==> config.mk <==
export PLATFORM = sky130hd
export DESIGN_NAME = ns5_shaper
export DESIGN_NICKNAME = d
export VERILOG_FILES = /design/src/rtl/ns5_pkg.sv /design/src/rtl/ns5_limit.sv /design/src/rtl/ns5_integ.sv /design/src/rtl/ns5_chan.sv /design/src/rtl/ns5_shaper.sv
export SDC_FILE = /design/constraint.sdc
export NUM_CORES = 1
export LEC_CHECK = 0
export ABC_AREA = 0
export BUFFER_PORTS_ARGS = -buffer_cell sky130_fd_sc_hd__buf_2
export CORE_ASPECT_RATIO = 2
export CORE_MARGIN = 1
export CORE_UTILIZATION = 25
export DETAILED_ROUTE_END_ITERATION = 16
export PLACE_DENSITY_LB_ADDON = 0.1
export SYNTH_ARGS = -nofsm -noshare
export SYNTH_HDL_FRONTEND = slang
export SYNTH_SLANG_ARGS = --single-unit
==> constraint.sdc <==
create_clock -name clk -period 12.3 [get_ports clk]
set_input_delay 0.615 -clock clk [delete_from_list [all_inputs] [get_ports clk]]
set_output_delay 0.615 -clock clk [all_outputs]
set_load 0.01 [all_outputs]
==> src/rtl/ns5_pkg.sv <==
package ns5_pkg;
   // number of integrators in the loop filter
   localparam int LOOP_ORDER = 5;
   // guard bits above the state width for unclamped sums
   localparam int GUARD_W = 2;
endpackage

==> src/rtl/ns5_limit.sv <==
module ns5_limit #(
   parameter int IN_W = 16
) (
   input  logic signed [IN_W-1:0] raw_i,
   output logic signed [IN_W-1:0] lim_o
);
   // half of full scale, both polarities
   localparam logic signed [IN_W-1:0] HI = IN_W'(2 ** (IN_W - 2));
   localparam logic signed [IN_W-1:0] LO = -HI;

   always_comb begin
      if (raw_i > HI)
         lim_o = HI;
      else if (raw_i < LO)
         lim_o = LO;
      else
         lim_o = raw_i;
   end
endmodule

==> src/rtl/ns5_integ.sv <==
module ns5_integ #(
   parameter int ACC_W = 24,
   parameter int EXT_W = 26
) (
   input  logic                    clk,
   input  logic                    rst_n,
   input  logic                    step_i,
   input  logic                    clear_i,
   input  logic signed [EXT_W-1:0] delta_i,
   output logic signed [ACC_W-1:0] state_o,
   output logic                    hit_o
);
   localparam logic signed [EXT_W-1:0] TOP = (EXT_W'(1) <<< (ACC_W - 1)) - EXT_W'(1);
   localparam logic signed [EXT_W-1:0] BOT = -(EXT_W'(1) <<< (ACC_W - 1));

   logic signed [ACC_W-1:0] state_q;
   logic signed [EXT_W-1:0] sum;

   assign sum     = $signed({{(EXT_W-ACC_W){state_q[ACC_W-1]}}, state_q}) + delta_i;
   assign hit_o   = (sum >= TOP) || (sum <= BOT);
   assign state_o = state_q;

   always_ff @(posedge clk) begin
      if (!rst_n)
         state_q <= '0;
      else if (step_i)
         state_q <= clear_i ? '0 : sum[ACC_W-1:0];
   end
endmodule

==> src/rtl/ns5_chan.sv <==
module ns5_chan
   import ns5_pkg::*;
#(
   parameter int IN_W  = 16,
   parameter int ACC_W = 24,
   parameter int FB_SHIFT [LOOP_ORDER] = '{10, 7, 4, 2, 1}
) (
   input  logic                   clk,
   input  logic                   rst_n,
   input  logic                   step_i,
   input  logic signed [IN_W-1:0] samp_i,
   output logic                   bit_o,
   output logic                   ovl_o
);
   localparam int EXT_W = ACC_W + GUARD_W;
   localparam logic signed [EXT_W-1:0] FB_POS = EXT_W'(1) <<< (IN_W - 1);
   localparam logic signed [EXT_W-1:0] FB_NEG = -FB_POS;

   logic signed [IN_W-1:0]  u_lim;
   logic signed [EXT_W-1:0] u_ext;
   logic signed [EXT_W-1:0] fb;
   logic signed [EXT_W-1:0] delta [LOOP_ORDER];
   logic signed [ACC_W-1:0] st    [LOOP_ORDER];
   logic [LOOP_ORDER-1:0]   hit;
   logic                    any_hit;
   logic                    qbit;
   logic                    ovl_q;

   ns5_limit #(.IN_W(IN_W)) u_limit (
      .raw_i (samp_i),
      .lim_o (u_lim)
   );

   assign u_ext   = $signed({{(EXT_W-IN_W){u_lim[IN_W-1]}}, u_lim});
   assign qbit    = ~st[LOOP_ORDER-1][ACC_W-1];
   assign fb      = qbit ? FB_POS : FB_NEG;
   assign any_hit = |hit;

   for (genvar k = 0; k < LOOP_ORDER; k++) begin : g_stage
      if (k == 0) begin : g_head
         assign delta[k] = (u_ext - fb) >>> FB_SHIFT[k];
      end else begin : g_tail
         assign delta[k] = $signed({{(EXT_W-ACC_W){st[k-1][ACC_W-1]}}, st[k-1]})
                           - (fb >>> FB_SHIFT[k]);
      end

      ns5_integ #(.ACC_W(ACC_W), .EXT_W(EXT_W)) u_integ (
         .clk     (clk),
         .rst_n   (rst_n),
         .step_i  (step_i),
         .clear_i (any_hit),
         .delta_i (delta[k]),
         .state_o (st[k]),
         .hit_o   (hit[k])
      );
   end

   always_ff @(posedge clk) begin
      if (!rst_n)
         ovl_q <= 1'b0;
      else
         ovl_q <= step_i & any_hit;
   end

   assign bit_o = qbit;
   assign ovl_o = ovl_q;
endmodule

==> src/rtl/ns5_shaper.sv <==
module ns5_shaper
   import ns5_pkg::*;
#(
   parameter int NUM_CH = 2,
   parameter int IN_W   = 16,
   parameter int ACC_W  = 24,
   parameter int FB_SHIFT [LOOP_ORDER] = '{10, 7, 4, 2, 1}
) (
   input  logic                     clk,
   input  logic                     rst_n,
   input  logic                     step_en,
   input  logic [NUM_CH*IN_W-1:0]   smp_i,
   output logic [NUM_CH-1:0]        bit_o,
   output logic [NUM_CH-1:0]        ovl_o
);
   if (NUM_CH < 1) begin : g_bad_ch
      $error("ns5_shaper: NUM_CH must be at least 1");
   end
   if (IN_W < 4) begin : g_bad_in
      $error("ns5_shaper: IN_W must be at least 4");
   end
   if (ACC_W < IN_W) begin : g_bad_acc
      $error("ns5_shaper: ACC_W must not be below IN_W");
   end
   for (genvar g = 0; g < LOOP_ORDER; g++) begin : g_shift_chk
      if (FB_SHIFT[g] < 0 || FB_SHIFT[g] > IN_W - 1) begin : g_bad_shift
         $error("ns5_shaper: feedback shift out of range");
      end
   end

   for (genvar c = 0; c < NUM_CH; c++) begin : g_ch
      ns5_chan #(
         .IN_W     (IN_W),
         .ACC_W    (ACC_W),
         .FB_SHIFT (FB_SHIFT)
      ) u_chan (
         .clk    (clk),
         .rst_n  (rst_n),
         .step_i (step_en),
         .samp_i (smp_i[c*IN_W +: IN_W]),
         .bit_o  (bit_o[c]),
         .ovl_o  (ovl_o[c])
      );
   end
endmodule

# Word-level counts from Yosys, hierarchy flattened
# Cells that the tools add are included.
dict set report totals {
  elab_cells 88
  in_bits 35
  ff_bits 242
}
dict set report op_classes {
  n_mux 16
  n_addsub 20
  bitwise_logic 4
  reduce_logical 12
  order_cmp 24
}
# cell count
set ops {}
lappend ops {{26-bit by 24-bit greater-or-equal comparator with 1-bit output, second input constant} 10}
lappend ops {{26-bit by 24-bit <= comparator with 1-bit output, second input constant} 10}
lappend ops {{24-bit 2-to-1 mux} 10}
lappend ops {{24-bit by 25-bit adder with 26-bit output} 6}
lappend ops {{16-bit 2-to-1 mux} 4}
lappend ops {{24-bit by 26-bit adder with 26-bit output} 2}
lappend ops {{26-bit 2-to-1 mux} 2}
lappend ops {{16-bit by 26-bit subtractor with 26-bit output} 2}
lappend ops {{24-bit by 25-bit subtractor with 26-bit output} 2}
lappend ops {{24-bit by 16-bit adder with 25-bit output} 2}
lappend ops {{24-bit by 19-bit subtractor with 25-bit output} 2}
lappend ops {{24-bit by 22-bit subtractor with 25-bit output} 2}
lappend ops {{24-bit by 24-bit subtractor with 25-bit output} 2}
lappend ops {{16-bit > comparator, second input constant} 2}
lappend ops {{16-bit by 15-bit less-than comparator with 1-bit output, second input constant} 2}
lappend ops {{1-bit logical OR} 10}
lappend ops {{5-bit OR reduction} 2}
lappend ops {{1-bit AND} 2}
lappend ops {{1-bit NOT} 2}

# Depth between registers and ports, before layout
dict set report logic_depth {
  ltp_word 9
  ltp_mapped 20
  ltp_nobuf 18
}

# Hierarchy
# From an unflattened synthesis, not the netlist that was laid out.
dict set report unflattened {
  hier_cells 3893
  hier_area_um2 29422.0
}
# module instances cells_each area_each_um2
set by_module_without_submodules {}
lappend by_module_without_submodules {{ns5_integ (g_ch[0].u_chan.g_stage[2].u_integ ...)} 8 327 2447.3}
lappend by_module_without_submodules {ns5_chan 2 306 2311.0}
lappend by_module_without_submodules {{ns5_integ (g_ch[0].u_chan.g_stage[1].u_integ)} 1 331 2591.2}
lappend by_module_without_submodules {{ns5_integ (g_ch[0].u_chan.g_stage[0].u_integ)} 1 298 2319.7}
lappend by_module_without_submodules {ns5_limit 2 18 155.1}

# Worst setup path after synthesis
# OpenSTA, ideal clock, no wires.
dict set report synth_path {
  path_kind {register -> register}
  start {register g_ch[1].u_chan.g_stage[4].u_integ.state_q[23]}
  end {register g_ch[1].u_chan.g_stage[3].u_integ.state_q[10]}
  path_buffers 3
  arrival_ps 6197
  stages_incl_launch_ff 18
  period_less_slack_ps 6327
  setup_slack_ps 5973
  setup_time_ps 130
  required_ps 12170
  cell_sequence {dfxtp_1 inv_1 fa_1 ha_1 buf_2 nand3_1 nor4_1 o31a_1 or3_1 a311oi_1 or4_1 or4_1 nor4_1 nor3_1 nand4_1 clkbuf_1 clkbuf_1 o31ai_1}
}
dict set report synth_between {
  elab_chain_len 7
}
# item line
set synth_lines {}
lappend synth_lines {{start, declared} ns5_integ.sv:16} ;# logic signed [ACC_W-1:0] state_q;
lappend synth_lines {{start signal, assigned} ns5_integ.sv:27} ;# state_q <= clear_i ? '0 : sum[ACC_W-1:0];
lappend synth_lines {{26-bit 2-to-1 mux} ns5_chan.sv:36} ;# assign fb = qbit ? FB_POS : FB_NEG;
lappend synth_lines {{24-bit by 25-bit subtractor with 26-bit output (tied with other cells)} ns5_chan.sv:44} ;# - (fb >>> FB_SHIFT[k]);
lappend synth_lines {{24-bit by 26-bit adder with 26-bit output (tied with other cells)} ns5_integ.sv:19} ;# assign sum = $signed({{(EXT_W-ACC_W){state_q[ACC_W-1]}}, state_q}) + delta_i;
lappend synth_lines {{26-bit by 24-bit greater-or-equal comparator with 1-bit output / 26-bit by 24-bit <= comparator with 1-bit output (equally long branches)} ns5_integ.sv:20} ;# assign hit_o = (sum >= TOP) || (sum <= BOT);
lappend synth_lines {{1-bit logical OR} ns5_integ.sv:20}
lappend synth_lines {{5-bit OR reduction *} ns5_chan.sv:37} ;# assign any_hit = |hit;
lappend synth_lines {{24-bit 2-to-1 mux *} ns5_integ.sv:27}
lappend synth_lines {{end signal, assigned} ns5_integ.sv:27}
lappend synth_lines {{end, declared} ns5_integ.sv:16}
# Every way passes the cells marked *; elsewhere a longest branch is shown, timed or not.
# A chain may end at the register's enable or synchronous reset.

# Worst setup path after layout
dict set report layout_path {
  start {register g_ch[1].u_chan.g_stage[3].u_integ.state_q[4]}
  end {register g_ch[1].u_chan.g_stage[4].u_integ.state_q[22]}
}
dict set report layout_between {
  elab_chain_len 6
}
# item line
set layout_lines {}
lappend layout_lines {{24-bit by 25-bit subtractor with 26-bit output} ns5_chan.sv:44}
lappend layout_lines {{24-bit by 26-bit adder with 26-bit output} ns5_integ.sv:19}
lappend layout_lines {{26-bit by 24-bit greater-or-equal comparator with 1-bit output / 26-bit by 24-bit <= comparator with 1-bit output (equally long branches)} ns5_integ.sv:20}
lappend layout_lines {{1-bit logical OR} ns5_integ.sv:20}
lappend layout_lines {{5-bit OR reduction} ns5_chan.sv:37}
lappend layout_lines {{24-bit 2-to-1 mux *} ns5_integ.sv:27}
# Marks and branches as above.

==> flow_metrics.py <==
metrics = {
    "yosys": {
        "synth.area.top_cells": "dfxtp_1 16%, ha_1 14%, inv_1 7.8%",
        "seq_area_frac_synth_pct": 16.2,
        "yosysWarnings": 0,
        "async_flop_share_pct": 0,
        "netlist-cell-type-count": 93,
        "yosys.area.top_type_share_pct": 16.2,
        "syn_avg_cell_area_um2": 7.08,
        "synth_edf_count": 0,
        "synth-main-ff-cell": "dfxtp_1",
        "synth-simple-area-share_pct": 23.3,
        "synth_most_common_cell": "inv_1",
        "syn-instance-count": 4231,
        "synth_common_cells": "619 x inv_1, 576 x nand2_1, 338 x ha_1, 264 x o21ai_0, 250 x nor2_1",
        "muxShareOfSynthArea_pct": 0.798,
        "synth_fa_ha_area_share_pct": 20.3,
        "synth_compound_area_share_pct": 24.5,
        "synth_top_cell_by_area": "dfxtp_1",
        "synth_nets": 4696,
        "syn_area_um2": 29900,
        "synth_top_family_by_area": "compound AO/OA/AOI/OAI gates",
        "synthXorXnorAreaFrac_pct": 4.27,
        "ys_seq_elements": 242,
    },
    "critical_path": {
        "r2r-end": "g_ch[1].u_chan.g_stage[4].u_integ.state_o[22]$_SDFFE_PN0P_",
        "critical_path.startpoint": "g_ch[1].u_chan.g_stage[3].u_integ.state_o[4]$_SDFFE_PN0P_",
        "end_kind": "register",
        "ff2ff_setup_slack_ps": 5230,
        "path_class": "register to register",
        "critPathLaunchType": "register",
        "crit_path_max_fanout": 42,
        "worstPathArrival_ps": 7530,
        "cp-endpoint": "g_ch[1].u_chan.g_stage[4].u_integ.state_o[22]$_SDFFE_PN0P_",
        "reg2reg_from": "g_ch[1].u_chan.g_stage[3].u_integ.state_o[4]$_SDFFE_PN0P_",
        "r2r_cells": 19,
        "required_ps": 12760,
    },
    "sta": {
        "hold_violations": 0,
        "fin_skew_ps": 16.8,
        "grt_setup_unrepaired": "false",
        "maxSlewHeadroom_pct": 8.67,
        "final.period_utilization_pct": 57.5,
        "max_freq_mhz": 142,
        "finalSetupViolations": 0,
        "min_period_ps": 7070,
        "final.setup.worst_slack_ps": 5230,
        "fin_tns_setup_ps": 0,
        "worst_pin_slew_ps": 1340,
        "drv_slew": 0,
    },
    "floorplan": {
        "ios": 39,
        "design.core.area_um2": 119000,
        "placementRows": 179,
        "die-area_um2": 121000,
        "die_y_um": 491,
        "die_x_um": 247,
        "start_util_pct": 25.2,
    },
    "routing": {
        "initialDrtViolationCount": 1154,
        "viasPerCell": 5.10,
        "drtAntennaViolNets": 0,
        "post_drt_wl_per_cell_um": 20.7,
        "vias": 29000,
        "drt-pass1-iter-count": 5,
        "drc": 0,
        "wl_mm": 118,
    },
    "global_route": {
        "grt_max_degree": 86,
        "grt_pass1_wl_mm": 180,
        "grt_antenna_before_repair": 1,
        "overflow": 0,
        "grt_use_total_pct": 19.3,
        "grt_pass1_vias": 30100,
    },
    "finish": {
        "drive_gt1_share_pct": 3.95,
        "area_growth_pct": 8.14,
        "finalNetCount": 4600,
    },
    "cts": {
        "cts_hold_buf": 0,
        "clk_path_buf_depth": 3,
        "htreeDepth": 1,
        "clock_sinks": 242,
        "insertion_delay_ps": 630,
        "cts_buffers": 29,
        "clock-root-buffer": "clkbuf_16",
        "clk_pin_slew_worst_paths_ps": 60,
        "post_cts_buffers": 0,
        "cts_tree": "yes",
        "post_cts_resized": 0,
    },
    "power_and_ir_drop": {
        "vdd_drop_max_mv": 0.368,
        "seqPwrFrac_pct": 10.1,
        "clkPwrFrac_pct": 10.3,
        "p_comb_share_pct": 79.6,
        "sw_frac_of_total_pct": 60.8,
        "power.leakage_nw": 14.2,
        "p_int_mw": 3.53,
        "power_switching_mw": 5.47,
        "power.density_nw_per_um2": 278,
    },
    "placed_design": {
        "place_ws_ps": 5100,
        "dp_hpwl_mm": 94.2,
        "io_buffers": 38,
        "gp_congestion": 0.855,
    },
    "flow_run": {
        "maxCapViolations": 0,
    },
    "run_status": {
        "status": "finished, final reports clean",
    },
    "min_path": {
        "hold_path_class": "register to register",
    },
}
## placed cells by master, fill, tap and decap left out, drive strengths merged, types with 43 or more instances in the layout
cell	netlist	final
inv	619	620
nand2	576	576
ha	338	338
o21ai	335	335
nor2	251	251
dfxtp	242	242
a21oi	219	219
nand3	149	149
o31ai	119	119
fa	92	92
xnor2	85	85
a21o	79	79
nor3	68	68
buf	46	66
nand4	64	64
xor2	61	61
a211oi	47	47
nor4	45	45
o211ai	45	45
and2	44	44
o21a	43	43
## cells by family (layout without fill, tap and decap cells)
group                    after synthesis  count (layout)
AND/OR/NAND/NOR                     1453            1453
AO/OA/AOI/OAI                       1125            1125
other                                  0               1
buffers and inverters                812             735
flip-flops                           242             242
multiplexers                          23              23
XOR/XNOR                             146             146
adder cells (fa/ha/maj)              430             430
## routing by layer
metal	vias to the layer above	part of all wire (%)	wire length, µm	global-route usage (%)
met5	-	0	0	0
met4	0	5.5	6510	9.91
met3	188	1.6	1830	1.05
met2	416	60	70300	41.5
met1	13900	33	39000	17.2
li1	14500	-	-	-
## final cells by class
| cell class | instances | area, µm² |
|---|---|---|
| sequential | 242 | 4850 |
| clock buffer | 42 | 825 |
| multi-input combinational | 3177 | 21900 |
| clock inverter | 8 | 121 |
| fill | 13300 | 86600 |
| tap | 1538 | 1920 |
| inverter | 619 | 2320 |
| timing repair buffer | 66 | 400 |
| antenna | 1 | 2.50 |
## how the worst min path moves through the flow
| stage | slack, ps | cells after the start | startpoint | endpoint |
|---|---|---|---|---|
| finish | 440 | 2 | g_ch[0].u_chan.g_stage[1].u_integ.state_o[10]$_SDFFE_PN0P_ | g_ch[0].u_chan.g_stage[1].u_integ.state_o[10]$_SDFFE_PN0P_ |
| global placement | 430 | 2 | g_ch[1].u_chan.g_stage[4].u_integ.state_o[6]$_SDFFE_PN0P_ | g_ch[1].u_chan.g_stage[4].u_integ.state_o[6]$_SDFFE_PN0P_ |
| global route | 460 | 2 | g_ch[0].u_chan.g_stage[3].u_integ.state_o[9]$_SDFFE_PN0P_ | g_ch[0].u_chan.g_stage[3].u_integ.state_o[9]$_SDFFE_PN0P_ |
| floorplan | 430 | 2 | g_ch[0].u_chan.g_stage[1].u_integ.state_o[1]$_SDFFE_PN0P_ | g_ch[0].u_chan.g_stage[1].u_integ.state_o[1]$_SDFFE_PN0P_ |
| detailed placement | 440 | 2 | g_ch[0].u_chan.g_stage[3].u_integ.state_o[20]$_SDFFE_PN0P_ | g_ch[0].u_chan.g_stage[3].u_integ.state_o[20]$_SDFFE_PN0P_ |
| CTS | 450 | 2 | g_ch[0].u_chan.g_stage[3].u_integ.state_o[22]$_SDFFE_PN0P_ | g_ch[0].u_chan.g_stage[3].u_integ.state_o[22]$_SDFFE_PN0P_ |
## critical path, cell delays in order (launching register included)
cell,delay [ps]
dfxtp_1,330
inv_1,80
ha_1,280
inv_1,40
ha_1,380
o211ai_1,140
o21ai_0,630
o311ai_0,290
a2111oi_0,1160
nor4b_1,370
buf_4,210
nand4_1,80
or4_1,480
nor4b_1,170
a31o_1,210
buf_4,290
nor2_4,320
buf_4,580
buf_4,620
o31ai_1,150
## sequential cells by signal, summed over array words and instances, names as in the netlist
register / count
g_ch.u_chan.g_stage.u_integ.state_o: 240
g_ch.u_chan.ovl_o: 2
## through the flow
step	area (µm²)	hold slack [ps]	std cells	power [mW]	utilization, %
finish	32400	442	5693	9.00	27.2
global route	32400	460	5693	9.76	27.2
CTS	32400	446	5692	9.16	27.2
detailed placement	31400	437	5642	8.17	26.4
global placement	31400	432	5642	8.18	26.4
floorplan	29900	425	4231	6.05	-
## power groups by stage
stage          logic (mW)  registers [mW]  clock network [mW]
3_5_place_dp         7.24           0.925                   0
6_report             7.16           0.906               0.931
2_1_floorplan        5.14           0.913                   0
5_1_grt              7.84           0.915               0.996
4_1_cts              7.27           0.908               0.976
3_3_place_gp         7.26           0.925                   0
(Power assumes the default switching activity.)
